**src/rtl/qpc_pkg.sv**
```systemverilog
package qpc_pkg;

    // Resolution select codes; code 3 is folded onto x4
    typedef enum logic [1:0] {
        RES_X1     = 2'd0,
        RES_X2     = 2'd1,
        RES_X4     = 2'd2,
        RES_X4_ALT = 2'd3
    } res_e;

    // One-shot pulse machine
    typedef enum logic [1:0] {
        ST_IDLE  = 2'd0,
        ST_PULSE = 2'd1,
        ST_GAP   = 2'd2
    } pulse_st_e;

    // Input qualification machine, one per channel
    typedef enum logic {
        F_STEADY  = 1'b0,
        F_QUALIFY = 1'b1
    } filt_st_e;

    typedef struct packed {
        logic valid;
        logic up;
    } qevt_t;

endpackage

```
**src/rtl/qpc_in_filter.sv**
```systemverilog
module qpc_in_filter
    import qpc_pkg::*;
#(
    parameter int FILT_CYCLES = 13,
    parameter int SYNC_STAGES = 2
) (
    input  logic clk,
    input  logic rst_n,
    input  logic raw,
    output logic clean
);
    localparam int CW = $clog2(FILT_CYCLES + 1);
    localparam logic [CW-1:0] LAST = CW'(FILT_CYCLES - 1);
    localparam logic [CW-1:0] ONE  = CW'(1);

    logic [SYNC_STAGES-1:0] sync_q;
    logic                   smp;
    filt_st_e               st_q, st_d;
    logic [CW-1:0]          cnt_q, cnt_d;
    logic                   lvl_q, lvl_d;

    // Synchroniser chain
    always_ff @(posedge clk or negedge rst_n) begin
        if (!rst_n) begin
            sync_q <= '0;
        end else begin
            sync_q <= {sync_q[SYNC_STAGES-2:0], raw};
        end
    end

    assign smp = sync_q[SYNC_STAGES-1];

    // Next state and counter
    always_comb begin
        st_d  = st_q;
        cnt_d = cnt_q;
        lvl_d = lvl_q;
        unique case (st_q)
            F_STEADY: begin
                if (smp != lvl_q) begin
                    if (LAST == '0) begin
                        lvl_d = smp;
                    end else begin
                        st_d  = F_QUALIFY;
                        cnt_d = ONE;
                    end
                end
            end
            F_QUALIFY: begin
                if (smp == lvl_q) begin
                    st_d  = F_STEADY;
                    cnt_d = '0;
                end else if (cnt_q == LAST) begin
                    st_d  = F_STEADY;
                    cnt_d = '0;
                    lvl_d = smp;
                end else begin
                    cnt_d = cnt_q + ONE;
                end
            end
        endcase
    end

    // State register
    always_ff @(posedge clk or negedge rst_n) begin
        if (!rst_n) begin
            st_q  <= F_STEADY;
            cnt_q <= '0;
            lvl_q <= 1'b0;
        end else begin
            st_q  <= st_d;
            cnt_q <= cnt_d;
            lvl_q <= lvl_d;
        end
    end

    assign clean = lvl_q;

endmodule

```
**src/rtl/qpc_decoder.sv**
```systemverilog
module qpc_decoder
    import qpc_pkg::*;
(
    input  logic       clk,
    input  logic       rst_n,
    input  logic       lock,
    input  logic [1:0] res_sel,
    input  logic       a_f,
    input  logic       b_f,
    output qevt_t      evt
);
    logic acc_a_q, acc_b_q;
    logic chg_a, chg_b, single;
    res_e mode;

    assign chg_a  = a_f ^ acc_a_q;
    assign chg_b  = b_f ^ acc_b_q;
    assign single = chg_a ^ chg_b;
    assign mode   = res_e'(res_sel);

    always_comb begin
        evt = '0;
        if (!lock && single) begin
            unique case (mode)
                RES_X1: begin
                    evt.valid = chg_a & a_f;
                    evt.up    = ~b_f;
                end
                RES_X2: begin
                    evt.valid = chg_a;
                    evt.up    = a_f ^ b_f;
                end
                RES_X4, RES_X4_ALT: begin
                    evt.valid = 1'b1;
                    evt.up    = chg_a ? (a_f ^ b_f) : ~(a_f ^ b_f);
                end
            endcase
        end
    end

    // Last accepted state; refreshed on any difference while unlocked
    always_ff @(posedge clk or negedge rst_n) begin
        if (!rst_n) begin
            acc_a_q <= 1'b0;
            acc_b_q <= 1'b0;
        end else if (!lock && (chg_a || chg_b)) begin
            acc_a_q <= a_f;
            acc_b_q <= b_f;
        end
    end

endmodule

```
**src/rtl/qpc_pulse_fsm.sv**
```systemverilog
module qpc_pulse_fsm
    import qpc_pkg::*;
#(
    parameter int PW_BITS = 16
) (
    input  logic               clk,
    input  logic               rst_n,
    input  qevt_t              evt,
    input  logic [PW_BITS-1:0] pw_cycles,
    output logic               busy,
    output logic               up_n,
    output logic               dn_n,
    output logic               cnt_clk,
    output logic               cnt_dir
);
    localparam logic [PW_BITS-1:0] ONE = PW_BITS'(1);

    pulse_st_e          st_q, st_d;
    logic               dir_q;
    logic [PW_BITS-1:0] wid_q;
    logic [PW_BITS-1:0] pcnt_q;
    logic [PW_BITS-1:0] pw_eff;
    logic               done;

    assign pw_eff = (pw_cycles == '0) ? ONE : pw_cycles;
    assign done   = (pcnt_q >= wid_q);

    // Transitions: IDLE->PULSE on event, PULSE->GAP at width, GAP->IDLE
    always_comb begin
        st_d = st_q;
        unique case (st_q)
            ST_IDLE:  if (evt.valid) st_d = ST_PULSE;
            ST_PULSE: if (done)      st_d = ST_GAP;
            ST_GAP:                  st_d = ST_IDLE;
            default:                 st_d = ST_IDLE;
        endcase
    end

    // State register and pulse datapath
    always_ff @(posedge clk or negedge rst_n) begin
        if (!rst_n) begin
            st_q   <= ST_IDLE;
            dir_q  <= 1'b1;
            wid_q  <= ONE;
            pcnt_q <= '0;
        end else begin
            st_q <= st_d;
            if (st_q == ST_IDLE && evt.valid) begin
                dir_q  <= evt.up;
                wid_q  <= pw_eff;
                pcnt_q <= ONE;
            end else if (st_q == ST_PULSE && !done) begin
                pcnt_q <= pcnt_q + ONE;
            end
        end
    end

    // Outputs
    always_comb begin
        busy    = (st_q != ST_IDLE);
        up_n    = ~((st_q == ST_PULSE) &  dir_q);
        dn_n    = ~((st_q == ST_PULSE) & ~dir_q);
        cnt_clk = ~(st_q == ST_PULSE);
        cnt_dir = dir_q;
    end

endmodule

```
**src/rtl/qenc_pulse_conv.sv**
```systemverilog
module qenc_pulse_conv
    import qpc_pkg::*;
#(
    parameter int FILT_CYCLES = 13,
    parameter int SYNC_STAGES = 2,
    parameter int PW_BITS     = 16
) (
    input  logic               clk,
    input  logic               rst_n,
    input  logic               enc_a,
    input  logic               enc_b,
    input  logic [1:0]         res_sel,
    input  logic [PW_BITS-1:0] pw_cycles,
    output logic               up_n,
    output logic               dn_n,
    output logic               cnt_clk,
    output logic               cnt_dir
);
    localparam int NCH = 2;

    logic [NCH-1:0] raw_ch;
    logic [NCH-1:0] clean_ch;
    logic           busy;
    qevt_t          evt;

    assign raw_ch = {enc_b, enc_a};

    for (genvar g = 0; g < NCH; g++) begin : g_ch
        qpc_in_filter #(
            .FILT_CYCLES(FILT_CYCLES),
            .SYNC_STAGES(SYNC_STAGES)
        ) u_filt (
            .clk  (clk),
            .rst_n(rst_n),
            .raw  (raw_ch[g]),
            .clean(clean_ch[g])
        );
    end

    qpc_decoder u_dec (
        .clk    (clk),
        .rst_n  (rst_n),
        .lock   (busy),
        .res_sel(res_sel),
        .a_f    (clean_ch[0]),
        .b_f    (clean_ch[1]),
        .evt    (evt)
    );

    qpc_pulse_fsm #(
        .PW_BITS(PW_BITS)
    ) u_pulse (
        .clk      (clk),
        .rst_n    (rst_n),
        .evt      (evt),
        .pw_cycles(pw_cycles),
        .busy     (busy),
        .up_n     (up_n),
        .dn_n     (dn_n),
        .cnt_clk  (cnt_clk),
        .cnt_dir  (cnt_dir)
    );

endmodule

```
**config.mk**
```make
export PLATFORM = sky130hd
export DESIGN_NAME = qenc_pulse_conv
export DESIGN_NICKNAME = d
export VERILOG_FILES = /design/src/rtl/qpc_pkg.sv /design/src/rtl/qpc_in_filter.sv /design/src/rtl/qpc_decoder.sv /design/src/rtl/qpc_pulse_fsm.sv /design/src/rtl/qenc_pulse_conv.sv
export SDC_FILE = /design/constraint.sdc
export NUM_CORES = 1
export LEC_CHECK = 0
export CORE_UTILIZATION = 57
export CTS_CLUSTER_DIAMETER = 200
export DETAILED_ROUTE_END_ITERATION = 7
export GPL_TIMING_DRIVEN = 0
export PLACE_DENSITY = 0.77
export SYNTH_ARGS = -nofsm -noshare
export SYNTH_HDL_FRONTEND = slang
export SYNTH_SLANG_ARGS = --single-unit
```
**constraint.sdc**
```tcl
create_clock -name clk -period 2.64 [get_ports clk]
set_input_delay 0.66 -clock clk [delete_from_list [all_inputs] [get_ports clk]]
set_output_delay 0.66 -clock clk [all_outputs]
set_load 0.02 [all_outputs]
```
# After elaboration in Yosys (flattened, before gate mapping)

Cells that the tools add are included.

$add $sub $neg: 3
Magnitude comparators: 1
Equality and inequality tests: 14
Multiplexer cells: 25
Bitwise operators: 17
Reductions and logical operators: 16

Operator list:

| cell                  | number |
|---|---|
| $mux 16               | 3 |
| $mux 4                | 6 |
| $add 16x1->16 const B | 1 |
| $ge 16x16->1          | 1 |
| $logic_not 16->1      | 1 |
| $pmux 4 s2            | 2 |
| $not 1->1             | 10 |
| $add 4x1->4 const B   | 2 |
| $eq 4x4->1 const B    | 2 |
| $ne 2x1->1 const B    | 4 |
| $mux 1                | 7 |
| $mux 2                | 3 |
| $pmux 2 s3            | 1 |
| $reduce_and 3->1      | 2 |
| $eq 2x1->1 const B    | 2 |
| $eq 2x2->1 const B    | 2 |
| $logic_and 1x1->1     | 4 |
| $logic_not 2->1       | 2 |
| $pmux 1 s2            | 2 |
| $pmux 2 s2            | 1 |
| $reduce_bool 2->1     | 2 |
| $xor 1x1->1           | 4 |
| $and 1x1->1           | 3 |
| $eq 1x1->1            | 2 |
| 5 further kinds       | 7 |

Register bits: 53
Input bits: 22
Output and inout port bits: 4
Logic and storage cells: 90

# Longest topological paths before layout

Gate-level depths: netlist of the first run.

Depth after elaboration: 7
Mapped depth: 10
Depth with buffers taken out: 8

# Cells and area by module

Synthesis of the first run repeated with hierarchy kept, for this count alone.

Cells, all modules: 319
Area total of the unflattened synthesis: 3050.4 µm²

By module, submodules not included:

| module        | times used | cells an instance | area each (µm²) | sequential area each (µm²) |
|---|---|---|---|---|
| qpc_pulse_fsm | 1          | 229               | 2105.8          | 878.3 |
| qpc_in_filter | 2          | 35                | 385.4           | 200.2 |
| qpc_decoder   | 1          | 20                | 173.9           | 50.0 |

# Worst setup path after synthesis of the first run

Ideal clock, no wire load.

Kind: flip-flop to flip-flop
From: register u_pulse.wid_q[0]
To: register u_pulse.pcnt_q[11]
Library setup time: 78 ps
Data arrival time: 2185 ps
Required time: 2562 ps
Setup slack: 377 ps
Cell stages (with the launch flop): 9
Buffers on the path: 1
Period minus slack after synthesis: 2263 ps
Path through: dfstp_2 > ha_1 > nand2b_4 > a2111oi_4 > a2111oi_1 > o21a_1 > buf_6 > or4_1 > a21oi_1

Cells in the longest elaborated chain, start to end: 4

Ends and longest elaborated chain:

| element                     | line                | source |
|---|---|---|
| start: declaration          | qpc_pulse_fsm.sv:20 | `logic [PW_BITS-1:0] wid_q;` |
| start signal: assignment    | qpc_pulse_fsm.sv:50 | `wid_q <= pw_eff;` |
| $ge 16x16->1                | qpc_pulse_fsm.sv:26 | `assign done = (pcnt_q >= wid_q);` |
| $logic_not 1->1             | qpc_pulse_fsm.sv:52 | `end else if (st_q == ST_PULSE && !done) begin` |
| $logic_and 1x1->1           | qpc_pulse_fsm.sv:52 |  |
| $reduce_bool 2->1 (no line) | n/a                 |  |
| end signal: assignment      | qpc_pulse_fsm.sv:53 | `pcnt_q <= pcnt_q + ONE;` |
| end: declaration            | qpc_pulse_fsm.sv:21 | `logic [PW_BITS-1:0] pcnt_q;` |

No other way between the ends.
A chain may end at the register's enable or synchronous reset.

# Worst setup path after layout of the first run

From: register u_pulse.pcnt_q[10]
To: register u_pulse.pcnt_q[13]

Cells in the longest elaborated chain, start to end: 4
Elaborated cells on any way between the ends: 7
Those cells by class: add/sub (1); order compare (1); mux (2); reduce/logical (3)

Ends and longest elaborated chain:

| element                     | line |
|---|---|
| $ge 16x16->1                | qpc_pulse_fsm.sv:26 |
| $logic_not 1->1             | qpc_pulse_fsm.sv:52 |
| $logic_and 1x1->1           | qpc_pulse_fsm.sv:52 |
| $reduce_bool 2->1 (no line) | n/a |

Parallel ways exist; a longest one is shown, timed or not. The select of a mux whose other input is x is not followed.

==> metrics.md, run 1 <==
| Metric | Value |
|---|---|
| Max_cap viols | 0 |
| Final Non-Filler Cells | 408 |
| Area Growth Syn to Fin | 16.3% |
| Number of synthesized flops with an enable pin | 0 |
| Largest net degree at the start of global routing | 41 |
| Pwr dens | 511 mW/mm^2 |
| Final Hold Viols | 0 |
| Vias | 2360 |
| Top_reg_cell synth | dfrtp_1 |
| Most instantiated library cell after synthesis | dfrtp_1 |
| Syn avg cell area | 9.52 um^2 |
| Vias in the first global route | 2183 |
| Post-synthesis register bit count | 53 |
| Pre-CTS WS | -0.0234 ns |
| Drt first-iter violations | 103 |
| Hold Buf Count CTS | 0 |
| Clock tree buffer depth | 2 |
| F_max | 403 MHz |
| Final cycle utilization of the critical path | 0.940 |
| # rows | 25 |
| Final GP Congestion | 0.840 |
| Synth top area share | 0.437 |
| Final Skew | 0.00563 ns |
| All-Layer GR Usage | 0.246 |
| H-tree level count | 2 |
| Crit Path Category | register to register |
| Die W | 73.6 um |
| Yosys top cell by area | dfrtp_1 |
| Worst path slowest cell | dfrtp_1 |
| Gr ovfl total | 0 |
| Async set or reset register ratio after synthesis | 1.00 |
| HP Class | input pin to async pin |
| Die H | 73.6 um |
| Mapped Cells | 307 |
| Fill count | 403 |
| Post-layout util | 0.705 |
| DRT Wirelength | 6.01 mm |
| Setup_tns | 0 ns |
| Dpl cell area | 0.00327 mm^2 |
| Status | finished clean |
| Worst Path Max Fanout | 10 |
| Slew headroom | 0.637 |
| Family with the most delay on the worst path | compound AO/OA/AOI/OAI gates |
| Yosys cell types | 47 |
| Initial antenna violation count | 0 |
| Least-Margin Pin Slew | 0.539 ns |
| First-pass detailed-route iteration total | 4 |
| WL per Instance | 14.7 um |
| Die ar. | 0.00542 mm^2 |
| Initial Utilization | 0.607 |
| Cell Count Post-Placement | 400 |
| Number of CTS-inserted buffers | 5 |
| Ports | 26 |
| IO Port Bufs | 25 |
| Final Setup Violations | 0 |
| CP cell instances | ha_1 -> and4_1 -> a311oi_1 -> o21a_2 -> a21oi_1 -> buf_2 -> a221o_1 |
| VDD IR max | 0.324 mV |
| Design Power | 1.74 mW |
| Final worst setup slack | 0.157 ns |
| Vias/cell | 5.78 |
| Final Cell Area | 0.00340 mm^2 |
| TritonCTS clock tree | done |
| Slew Viols, Final | 0 |
| Hold Worst Slack | 0.238 ns |
| Root buffer cell | clkbuf_8 |
| Clk slew on worst S/H paths | 0.10 ns |
| Sink Count | 53 |
| Share of cells above drive strength 1 | 0.0733 |
| Min Clock Period, post-route | 2.48 ns |
| Hpwl dp | 4.49 mm |
| Data required, critical path | 2.84 ns |
| Antenna Cells | 0 |
| CP startpoint kind | register |
| Top post-synthesis cells by area | dfrtp_1 44%, ha_1 9.8%, o21ai_0 5.0% |
| DRC Markers | 0 |
| Floorplan Core Area | 0.00482 mm^2 |
| Worst-Skew Late Latency | 0.31 ns |
| Leakage power | 1.56 nW |
| WP buf/inv | 1 |
| Area of the mapped netlist | 0.00292 mm^2 |
| ANT nets after route | 0 |
| First-pass GRT wire length | 10.1 mm |
| Critical Path Sink Type | register |
| Synth Net Count | 352 |
| CP arrival | 2.69 ns |
| Sequential area share after synthesis | 0.455 |
| Nets@finish | 385 |
| CP peak stage delay | 0.47 ns |
| Commonest cells in the netlist | 51 x dfrtp_1, 35 x nand2_1, 29 x o21ai_0, 25 x inv_1, 23 x ha_1 |
| Synthesis warning total | 0 |
==> layout by cell type (no fill, tap or decap), types with 2 or more instances in the layout <==
| cell type | count |
|---|---|
| a221o_1 | 7 |
| or4_1 | 4 |
| a21oi_1 | 16 |
| and2_1 | 8 |
| or2_2 | 2 |
| nand2_1 | 35 |
| o21ai_0 | 29 |
| nand4_1 | 6 |
| xnor2_1 | 3 |
| o21ai_1 | 2 |
| clkdlybuf4s50_1 | 24 |
| o31ai_1 | 4 |
| nand3_1 | 13 |
| mux2_2 | 3 |
| inv_1 | 25 |
| a21o_1 | 5 |
| clkbuf_1 | 5 |
| dfrtp_1 | 51 |
| buf_2 | 3 |
| nand2b_1 | 2 |
| clkbuf_8 | 6 |
| nor3_1 | 5 |
| nor4_1 | 6 |
| or3_1 | 2 |
| and3_1 | 2 |
| nor2_1 | 17 |
| xor2_1 | 2 |
| ha_1 | 23 |
| and4_1 | 3 |
| dfstp_2 | 2 |
| a211oi_1 | 3 |
| a22o_1 | 2 |
==> power by group <==
part	switching [mW]	internal [mW]
clock	0.276	0.309
sequential	0.0464	0.855
combinational	0.127	0.124
total	0.449	1.29
==> per-layer routing <==
layer	GRT usage	vias to the layer above	share of wire
met2	0.408	37	0.49
met5	0	-	0
met1	0.335	1142	0.47
li1	-	1176	-
met3	0.0412	5	0.031
met4	0.0662	0	0.011
==> state kept, by name, summed over array words and instances (netlist names) <==
register	count
u_dec.acc_a_q	1
g_ch.u_filt.sync_q	4
u_pulse.st_q	2
g_ch.u_filt.cnt_q	8
u_pulse.cnt_dir	1
g_ch.u_filt.st_q	2
g_ch.u_filt.clean	2
u_dec.acc_b_q	1
u_pulse.wid_q	16
u_pulse.pcnt_q	16
==> cells by family (layout without fill, tap and decap cells) <==
kind of cell	count (synthesis)	in the layout	synth area share
xor+xnor	5	5	0.0150
mux	4	4	0.0150
buf+inv	33	67	0.0458
simple gates	111	111	0.194
flops	53	53	0.455
compound gates	78	78	0.177
fa+ha+maj	23	23	0.0985
==> worst paths after layout <==
kind                                     startpoint                        to  slack [ns]  cells past startpoint
min in group clk           g_ch[0].u_filt.sync_q[0]  g_ch[0].u_filt.sync_q[1]        0.36                      0
max in group asynchronous                     rst_n          u_pulse.wid_q[0]        1.82                      2
hold reg to reg            g_ch[0].u_filt.sync_q[0]  g_ch[0].u_filt.sync_q[1]        0.36                      0
setup / recovery                 u_pulse.pcnt_q[10]        u_pulse.pcnt_q[13]        0.16                      7
hold / removal                                rst_n   g_ch[0].u_filt.cnt_q[3]        0.24                      1
setup reg to reg                 u_pulse.pcnt_q[10]        u_pulse.pcnt_q[13]        0.16                      7
==> what timing repair did <==
item                                    4_1_cts  5_1_grt
endpoints found under the setup margin        0        8
buffers inserted                              0        0
resized for setup                             0        2
==> cell type report <==
class	instances	area (um^2)	area share
clock inverter	2	37.5	0.0110
multi-input combinational	221	1470	0.432
timing repair buffer	26	265	0.0781
clock buffer	6	82.6	0.0243
inverter	25	93.8	0.0276
sequential	53	1330	0.391
buffer	8	40.0	0.0118
tap	67	83.8	0.0247
Note: power is estimated with default switching activity, not from simulation.
==> inputs of run 2 (changes only) <==
--- a/config.mk
+++ b/config.mk
@@ -10,6 +10,7 @@
 export DETAILED_ROUTE_END_ITERATION = 7
 export GPL_TIMING_DRIVEN = 0
 export PLACE_DENSITY = 0.77
+export SKIP_CTS_REPAIR_TIMING = 1
 export SYNTH_ARGS = -nofsm -noshare
 export SYNTH_HDL_FRONTEND = slang
 export SYNTH_SLANG_ARGS = --single-unit
==> results of run 2 <==
The final DEF is identical to that of run 1; final timing and power are the same.
